`config.mk`:
```
export PLATFORM = sky130hd
export DESIGN_NAME = tape_xfer_seq
export DESIGN_NICKNAME = d
export VERILOG_FILES = /design/src/rtl/tape_xfer_seq.sv
export SDC_FILE = /design/constraint.sdc
export NUM_CORES = 2
export LEC_CHECK = 0
export ABC_CLOCK_PERIOD_IN_PS = 13000
export BUFFER_PORTS_ARGS = -buffer_cell sky130_fd_sc_hd__buf_2
export CAP_MARGIN = 10
export CORE_ASPECT_RATIO = 1.1
export CORE_MARGIN = 5
export CORE_UTILIZATION = 40
export DETAILED_ROUTE_END_ITERATION = 8
export HOLD_SLACK_MARGIN = 0.08
export PLACE_DENSITY_LB_ADDON = 0.12
export SLEW_MARGIN = 20
export SYNTH_ARGS = -nofsm -noshare
export SYNTH_HDL_FRONTEND = slang
export SYNTH_SLANG_ARGS = --single-unit
```
`constraint.sdc`:
```
create_clock -name clk -period 13 [get_ports clk]
set_input_delay 0.65 -clock clk [delete_from_list [all_inputs] [get_ports clk]]
set_output_delay 0.65 -clock clk [all_outputs]
set_load 0.1 [all_outputs]
```
`src/rtl/tape_xfer_seq.sv`:
```
module tape_xfer_seq #(
  parameter int BUF_BYTES = 256,
  parameter int MIN_LEN   = 12,
  parameter int TW        = 24
) (
  input  logic          clk,
  input  logic          rst_n,
  input  logic          cmd_go,
  input  logic [1:0]    cmd_op,
  input  logic [TW-1:0] start_dly,
  input  logic [TW-1:0] byte_dly,
  input  logic          xfer_clr,
  input  logic          dflag_clr,
  input  logic [7:0]    host_byte,
  output logic [7:0]    out_byte,
  output logic          dflag,
  output logic          cflag,
  output logic          busy,
  output logic          st_eof,
  output logic          st_eot,
  output logic          st_par,
  output logic          st_tim,
  output logic [31:0]   pos,
  input  logic [31:0]   med_end,
  output logic [31:0]   med_addr,
  input  logic [7:0]    med_rd,
  output logic [7:0]    med_wr,
  output logic          med_we
);
  localparam int IW = $clog2(BUF_BYTES);
  localparam int AW = $clog2(BUF_BYTES + 1);
  localparam logic [1:0] OP_RD = 2'd0, OP_WR = 2'd1, OP_GAP = 2'd2, OP_FM = 2'd3;

  typedef enum logic [2:0] {S_IDLE, S_DLY, S_HDR, S_LOAD, S_RWAIT, S_WWAIT, S_COMMIT} st_t;

  st_t           st;
  logic [1:0]    op;
  logic [TW-1:0] tmr;
  logic [31:0]   idx, len, base, cm_end;
  logic [AW-1:0] ptr;
  logic          xfer, first;
  logic [7:0]    mem [BUF_BYTES];

  wire        tick    = (tmr <= TW'(1));
  wire [31:0] hdr_w   = {med_rd, len[31:8]};
  wire [31:0] hdr_pad = (hdr_w + 32'd1) & ~32'd1;
  wire [31:0] plen    = (len + 32'd1) & ~32'd1;
  wire [31:0] tix     = idx - 32'd4 - plen;
  wire [IW-1:0] bix   = IW'(idx - 32'd4);
  wire        in_med  = (med_addr < med_end);
  wire        xf_on   = xfer && !xfer_clr;
  wire        wr_svc  = (st == S_WWAIT) && tick && xf_on && !first;
  wire        room    = (32'(ptr) < 32'(BUF_BYTES));

  assign busy     = (st != S_IDLE);
  assign med_addr = base + idx;
  assign med_we   = (st == S_COMMIT);

  always_comb begin
    if (idx < 32'd4)             med_wr = 8'(len >> (8 * idx));
    else if (idx < 32'd4 + len)  med_wr = mem[bix];
    else if (idx < 32'd4 + plen) med_wr = 8'h00;
    else                         med_wr = 8'(len >> (8 * tix));
  end

  always_ff @(posedge clk) begin
    if (st == S_LOAD)       mem[bix] <= in_med ? med_rd : 8'h00;
    else if (wr_svc && room) mem[ptr[IW-1:0]] <= host_byte;
  end

  always_ff @(posedge clk) begin
    if (!rst_n) begin
      st <= S_IDLE; op <= OP_RD; tmr <= '0; idx <= '0; len <= '0; base <= '0;
      cm_end <= '0; ptr <= '0; xfer <= 1'b0; first <= 1'b0; out_byte <= '0;
      dflag <= 1'b0; cflag <= 1'b0; pos <= '0;
      st_eof <= 1'b0; st_eot <= 1'b0; st_par <= 1'b0; st_tim <= 1'b0;
    end else begin
      if (xfer_clr)  xfer  <= 1'b0;
      if (dflag_clr) dflag <= 1'b0;
      case (st)
        S_IDLE: if (cmd_go) begin
          op <= cmd_op; base <= pos; tmr <= start_dly; st <= S_DLY;
          cflag <= 1'b0; dflag <= 1'b0; xfer <= 1'b1; first <= 1'b1;
          ptr <= '0; idx <= '0; len <= '0;
          st_eof <= 1'b0; st_eot <= 1'b0; st_par <= 1'b0; st_tim <= 1'b0;
        end
        S_DLY: if (!tick) tmr <= tmr - TW'(1);
        else case (op)
          OP_RD: if (({1'b0, pos} + 33'd4) > {1'b0, med_end}) begin
                   st_eot <= 1'b1; st <= S_IDLE; cflag <= 1'b1;
                 end else st <= S_HDR;
          OP_WR: begin st <= S_WWAIT; tmr <= TW'(1); end
          OP_GAP: begin st <= S_IDLE; cflag <= 1'b1; end
          default: begin cm_end <= 32'd4; st <= S_COMMIT; end
        endcase
        S_HDR: begin
          len <= hdr_w;
          idx <= idx + 32'd1;
          if (idx == 32'd3) begin
            if (hdr_w == 32'd0) begin
              pos <= base + 32'd4; st_eof <= 1'b1; st <= S_IDLE; cflag <= 1'b1;
            end else begin
              pos <= base + hdr_pad + 32'd8;
              if (hdr_w > 32'(BUF_BYTES) || hdr_w < 32'(MIN_LEN)) begin
                st_par <= 1'b1; st <= S_IDLE; cflag <= 1'b1;
              end else st <= S_LOAD;
            end
          end
        end
        S_LOAD: begin
          idx <= idx + 32'd1;
          if (idx == len + 32'd3) begin st <= S_RWAIT; tmr <= byte_dly; ptr <= '0; end
        end
        S_RWAIT: if (!tick) tmr <= tmr - TW'(1);
        else if (32'(ptr) < len) begin
          if (dflag && !dflag_clr) st_tim <= 1'b1;
          out_byte <= mem[ptr[IW-1:0]];
          dflag <= 1'b1;
          ptr <= ptr + AW'(1);
          tmr <= byte_dly;
        end else begin
          st <= S_IDLE; cflag <= 1'b1;
        end
        S_WWAIT: if (!tick) tmr <= tmr - TW'(1);
        else if (xf_on) begin
          if (!first) begin
            if (room) ptr <= ptr + AW'(1);
            else      st_par <= 1'b1;
          end
          first <= 1'b0; dflag <= 1'b1; tmr <= byte_dly;
        end else if (ptr != '0) begin
          len <= 32'(ptr); idx <= '0;
          cm_end <= ((32'(ptr) + 32'd1) & ~32'd1) + 32'd8;
          st <= S_COMMIT;
        end else begin
          st <= S_IDLE; cflag <= 1'b1;
        end
        S_COMMIT: begin
          idx <= idx + 32'd1;
          if (idx == cm_end - 32'd1) begin
            pos <= base + cm_end;
            if (op == OP_FM) st_eof <= 1'b1;
            st <= S_IDLE; cflag <= 1'b1;
          end
        end
        default: st <= S_IDLE;
      endcase
    end
  end
endmodule

```
Word-level counts from Yosys, hierarchy flattened
Memories as Yosys holds them, arrays and structs flattened. A register that Yosys moved wholly into a read port is not among the register bits.
Index checks and enable logic that the tools add are counted.
{ "totals": {"memories": 1, "register_bits": 206, "input_bits": 103, "output_inout_bits": 88, "word_cells": 247, "ramBits": 2048} }
{ "mem_list": {"columns": ["memory", "depth", "width", "read_ports", "rd_ports_with_merged_regs", "write_ports", "line", "source"], "rows": [
  ["mem", 256, 8, 2, 1, 1, "42", "logic [7:0] mem [BUF_BYTES];"]
]} }
{ "classes": {"mux": 111, "reduce_logical": 45, "order_cmp": 10, "eq_ne": 42, "n_shift": 2, "n_addsub": 19} }
{ "op_table": {"columns": ["op", "count"], "rows": [
  ["2-to-1 mux 32 bit", 15],
  ["2-to-1 mux 24 bit", 8],
  ["case mux 32 bit (3 select lines)", 2],
  ["case mux 32 bit (2 select lines)", 2],
  ["case mux 24 bit (5 select lines)", 1],
  ["adder 32 x 1 -> 32 bit, second input constant", 3],
  ["adder 32 bit", 3],
  ["< comparator 32 bit", 3],
  ["2-to-1 mux 9 bit", 8],
  ["adder 3 x 32 -> 32 bit, first input constant", 2],
  ["== test 32 bit", 2],
  ["right shift 32 x 32 -> 8 bit", 2],
  ["2-to-1 mux 8 bit", 6],
  ["2-to-1 mux 1 bit", 45],
  ["!= test 2 bit, second input constant", 20],
  ["case mux 9 bit (4 select lines)", 1],
  ["adder 32 x 3 -> 33 bit, second input constant", 1],
  ["greater-than comparator 33 x 32 -> 1 bit", 1],
  ["adder 32 x 2 -> 32 bit, second input constant", 1],
  ["adder 32 x 3 -> 32 bit, second input constant", 1],
  ["adder 32 x 4 -> 32 bit, second input constant", 1],
  ["== test 32 x 2 -> 1 bit, second input constant", 1],
  ["greater-than comparator 32 x 9 -> 1 bit, second input constant", 1],
  ["logical NOT 32 bit", 1],
  ["other kinds (46)", 98]
]} }

Longest topological paths before layout
{ "logic_depth": {"ltp_word": 10, "depth_mapped": 25, "depth_no_buf": 23} }

Worst setup path before layout
OpenSTA, ideal clock, no wires.
{ "synth_timing": {"path_type": "flip-flop to flip-flop", "startpoint": "reg idx[3]", "endpoint": "mem mem[0][0] (data pin)", "t_required_ps": 12135, "setup_ps": 865, "stages_incl_launch_ff": 23, "t_arrival_ps": 9234, "period_less_slack_ps": 10098, "setup_slack_ps": 2902, "path_buffers": 0, "cell_sequence": "dfxtp_1 ha_1 nand2_1 o21ai_0 o21ai_0 o21ai_0 nand2_1 nand3b_1 a21oi_1 nor2b_1 o21a_1 nor2_1 xnor2_1 ha_1 a21oi_1 nor2b_1 o21ai_0 nand2b_1 a21oi_1 o221a_2 o41ai_1 a2111oi_1 a22o_1"} }
{ "synth_via": {"elab_chain_cells": 4} }
{ "synth_rtl": {"columns": ["element", "line", "source"], "rows": [
  ["start: declaration", "39", "logic [31:0] idx, len, base, cm_end;"],
  ["start signal: assignment", "98", "idx <= idx + 32'd1;"],
  ["start signal: assignment", "111", "idx <= idx + 32'd1;"],
  ["start signal: assignment", "139", "idx <= idx + 32'd1;"],
  ["adder 32 bit", "56", "assign med_addr = base + idx;"],
  ["net med_addr[17]", "25", "output logic [31:0] med_addr,"],
  ["< comparator 32 bit", "50", "wire in_med = (med_addr < med_end);"],
  ["2-to-1 mux 8 bit", "67", "if (st == S_LOAD) mem[bix] <= in_med ? med_rd : 8'h00;"],
  ["2-to-1 mux 8 bit (no source line)", null, null],
  ["end: declaration", "42", null]
]} }
The timed path passes the listed nets, and every way through them passes these cells.

Worst setup path in the final report
{ "layout_timing": {"startpoint": "reg idx[2]", "endpoint": "out med_wr[1]"} }
{ "layout_via": {"elab_chain_cells": 6, "word_cells_on_any_way": 11, "cone_classes": "add/sub (2); order compare (3); shift (2); mux (3); memory (1)"} }
{ "layout_rtl": {"columns": ["element", "line", "source"], "rows": [
  ["subtractor 29 x 3 -> 29 bit", "49", "wire [IW-1:0] bix = IW'(idx - 32'd4);"],
  ["subtractor 29 bit", "48", "wire [31:0] tix = idx - 32'd4 - plen;"],
  ["right shift 32 x 32 -> 8 bit", "63", "else med_wr = 8'(len >> (8 * tix));"],
  ["2-to-1 mux 8 bit", "62", "else if (idx < 32'd4 + plen) med_wr = 8'h00;"],
  ["2-to-1 mux 8 bit", "61", "else if (idx < 32'd4 + len) med_wr = mem[bix];"],
  ["2-to-1 mux 8 bit *", "60", "if (idx < 32'd4) med_wr = 8'(len >> (8 * idx));"],
  ["end: declaration", "27", "output logic [7:0] med_wr,"]
]} }
Mark *: on every way between the ends. The rest lies on a longest branch, timed or not.

==> flow_metrics.py <==
metrics = {
    "die": {
        "die_x_um": 529,
        "core_um2": 295000,
        "start_util_pct": 40.2,
        "ios": 191,
        "die-area_um2": 307000,
        "rows": 209,
        "die_y_um": 581,
    },
    "synth": {
        "yosysMostFrequentCell": "edfxtp_1",
        "synth_seq_area_share_pct": 55.2,
        "yosys_register_bits": 2240,
        "synth_nets": 7868,
        "yosys.area.top_type": "edfxtp_1",
        "netlist.area_leader.share_pct": 51.9,
        "yosysUniqueCellTypes": 101,
        "synth_cells": 7483,
        "synth-async-reset-ratio_pct": 0,
        "synth_common_cells": "2048 x edfxtp_1, 1287 x mux4_2, 566 x nor2_1",
        "synth_area_leaders": "edfxtp_1 52%, mux4_2 24%, dfxtp_1 3.2%",
        "synth_area_per_cell_um2": 15.8,
        "yosys_warnings": 0,
        "synth-edff-count": 2048,
        "synthFlopType": "edfxtp_1",
        "synth_area_um2": 118000,
    },
    "pwr": {
        "sw_frac_of_total_pct": 27.6,
        "pwr-share-clk_pct": 37.0,
        "p_switching_w": 0.00510,
        "internal_power_w": 0.0134,
        "pwr-share-seq_pct": 43.6,
        "vdd_drop_max_v": 0.000124,
        "combPwrFrac_pct": 19.4,
        "power_leakage_nw": 41.6,
        "powerDensity_nw_per_um2": 139,
    },
    "clock_tree": {
        "cts_made_buffers": 242,
        "clk_path_buf_depth": 4,
        "clk_latency_ps": 950,
        "clock_sinks": 2240,
        "root_buffer": "clkbuf_16",
        "clkTransAtPathRegs_ps": 60,
        "htreeDepth": 4,
        "cts_tree": "done",
    },
    "detailed_routing": {
        "num_vias": 74918,
        "drtIter0Drc": 7368,
        "drt_pass1_iterations": 7,
        "routed_via_density": 6.36,
        "wl_per_cell_um": 34.9,
        "route.detailed.drc": 0,
        "routed_wl_um": 410000,
        "drtAntennaViolNets": 0,
    },
    "critical_path": {
        "critPathKind": "flip-flop to output port",
        "crit_start": "idx[2]",
        "cp-start-kind": "flip-flop",
        "critPathArrivalTime_ps": 8440,
        "slowest_stage": "nor4b_1",
        "crit_family": "simple AND/OR/NAND/NOR gates",
        "cpPeakStageDelay_ps": 770,
        "crit_path_end_kind": "output port",
        "crit_chain": "inv_1 -> ha_1 -> or3b_2 -> nor4b_1 -> nand2b_1 -> nor4_1 -> xor2_1 -> ha_1 -> inv_1 -> a222oi_1 -> o21ai_0 -> a2111oi_0 -> nand4_1 -> nor4_1 -> nand4b_1 -> nor4_1 -> nor4bb_1 -> nand4_1 -> o21ai_0 -> buf_2",
        "reg2reg_from": "idx[0]",
        "path_max_fanout": 29,
        "critPathBufInv": 3,
        "crit_top_cell": "nor4_1",
        "required_ps": 12350,
    },
    "placement": {
        "hpwlAfterDp_um": 273000,
        "place.gp.congestion": 0.946,
        "io_buffer_count": 190,
    },
    "sta": {
        "worstMarginPinSlew_ps": 1220,
        "finalCriticalPeriod_ps": 9090,
        "rsz0062_at_grt": "false",
        "setup_viol": 0,
        "final-max-slew-violation-count": 0,
        "holdWs_ps": 157,
        "finalHoldViolations": 0,
        "relSlewSlack_pct": 18.0,
        "skew_ps": 81.1,
        "fin_tns_setup_ps": 0,
        "max_freq_mhz": 110,
        "fin_crit_sh_pct": 69.9,
    },
    "finish": {
        "layout-drive-gt1-share_pct": 28.5,
        "fillers": 25665,
        "nets": 8054,
        "syn2layout_area_growth_pct": 12.0,
    },
    "grt": {
        "grt_pass1_wl_um": 579000,
        "met1_usage_pct": 34.5,
        "top_usage_layer": "met2",
        "grt_pass1_vias": 75265,
        "antenna_found_initial": 14,
        "grt_max_degree": 225,
        "grt_usage_pct": 26.2,
        "globalRouteMet3Util_pct": 4.10,
        "use_met2_pct": 43.5,
        "grt.overflow.total": 0,
    },
    "hold_path": {
        "hold_class": "input pin to flip-flop",
        "hold_start": "byte_dly[3]",
    },
    "flow_run": {
        "cap_violations": 0,
    },
    "run_status": {
        "status": "finished clean",
    },
}
## layout make-up
class | count | area (µm²) | share of cell area (%)
sequential | 2240 | 65400 | 49.3
multi-input combinational | 4575 | 50800 | 38.3
clock buffer | 296 | 6310 | 4.76
tap | 3903 | 4880 | 3.68
timing repair buffer | 477 | 3370 | 2.54
clock inverter | 142 | 1370 | 1.03
inverter | 133 | 514 | 0.388
antenna | 7 | 17.5 | 0.0132
## path summary, 6_finish.rpt
kind	endpoint	cells after the start	slack, ps
setup / recovery	med_wr[1]	20	3910
hold / removal	tmr[3]	3	160
setup reg to reg	mem[183][5]	24	4840
hold reg to reg	tmr[15]	2	470
## power groups by stage
stage,registers [W],logic [W],clock network [W]
after floorplan,0.00816,0.00259,0
after global placement,0.00819,0.00357,0
after detailed placement,0.00819,0.00358,0
after CTS,0.00804,0.00361,0.00695
after global routing,0.00805,0.00381,0.00724
final,0.00805,0.00359,0.00683
## kinds of logic after synthesis
group	share of synthesized area, %
AO/OA/AOI/OAI	5.11
XOR/XNOR	2.62
adder cells (fa/ha/maj)	3.01
buffers and inverters	2.23
flip-flops	55.2
multiplexers	25.5
AND/OR/NAND/NOR	6.38
## placed cells by master, fill, tap and decap left out, drive strengths merged, types with 52 or more instances in the layout
cell	n
nor4	52
mux2i	103
nand3	126
xor2	136
a21o	59
edfxtp	2048
xnor2	218
nand4	78
inv	135
dfxtp	192
o21ai	171
nor2	568
a21oi	244
clkinv	109
nor3	134
buf	452
nand2	437
mux4	1287
ha	278
clkbuf	296
## registers in the layout, summed over array words and instances (netlist names)
signal	count
ptr	9
xfer	1
op	2
st	3
len	32
mem	2048
st_eot	1
idx	32
out_byte	8
cflag	1
st_eof	1
cm_end	10
st_tim	1
pos	32
st_par	1
tmr	24
base	32
first	1
dflag	1
## stage by stage
stage / instances / setup WS [ps] / cell area, µm² / utilization [%] / power, W
final: 11773 / 3910 / 133000 / 45.0 / 0.0185
after detailed placement: 11303 / 4920 / 125000 / 42.3 / 0.0118
after floorplan: 7483 / 2900 / 118000 / - / 0.0107
after global placement: 11302 / 4870 / 125000 / 42.3 / 0.0118
after CTS: 11766 / 3960 / 133000 / 45.0 / 0.0186
after global routing: 11767 / 3510 / 133000 / 45.0 / 0.0191
## timing repair
action                                 CTS  global route
resized for setup                        0             0
hold buffers                            25             0
endpoints found under the hold margin   16             0
buffers inserted                         0             0
## routing by layer
metal  vias up  part of all wire (%)
met5         -                 0.033
met4        14                   4.8
met3       702                   7.0
met2      3237                    49
met1     39898                    39
li1      31067                     -
## worst reg2reg max path: stages (launching register included)
cell       delay [ps]
dfxtp_4           540
ha_1              350
fa_1              430
a211oi_1          250
nor2_1            110
o41ai_1           670
a211oi_1          260
o21a_1            280
nor4_1            250
o21ai_0           230
a31oi_1           290
xnor2_1           200
ha_1              300
a21o_1            160
a21oi_1           130
nor2b_1            60
o21ai_0           180
nand2b_1           80
a21oi_1           180
nor2b_1            80
a2111oi_2         360
buf_4             360
a22o_4            520
buf_4             570
buf_4             850
(Power assumes the default switching activity.)
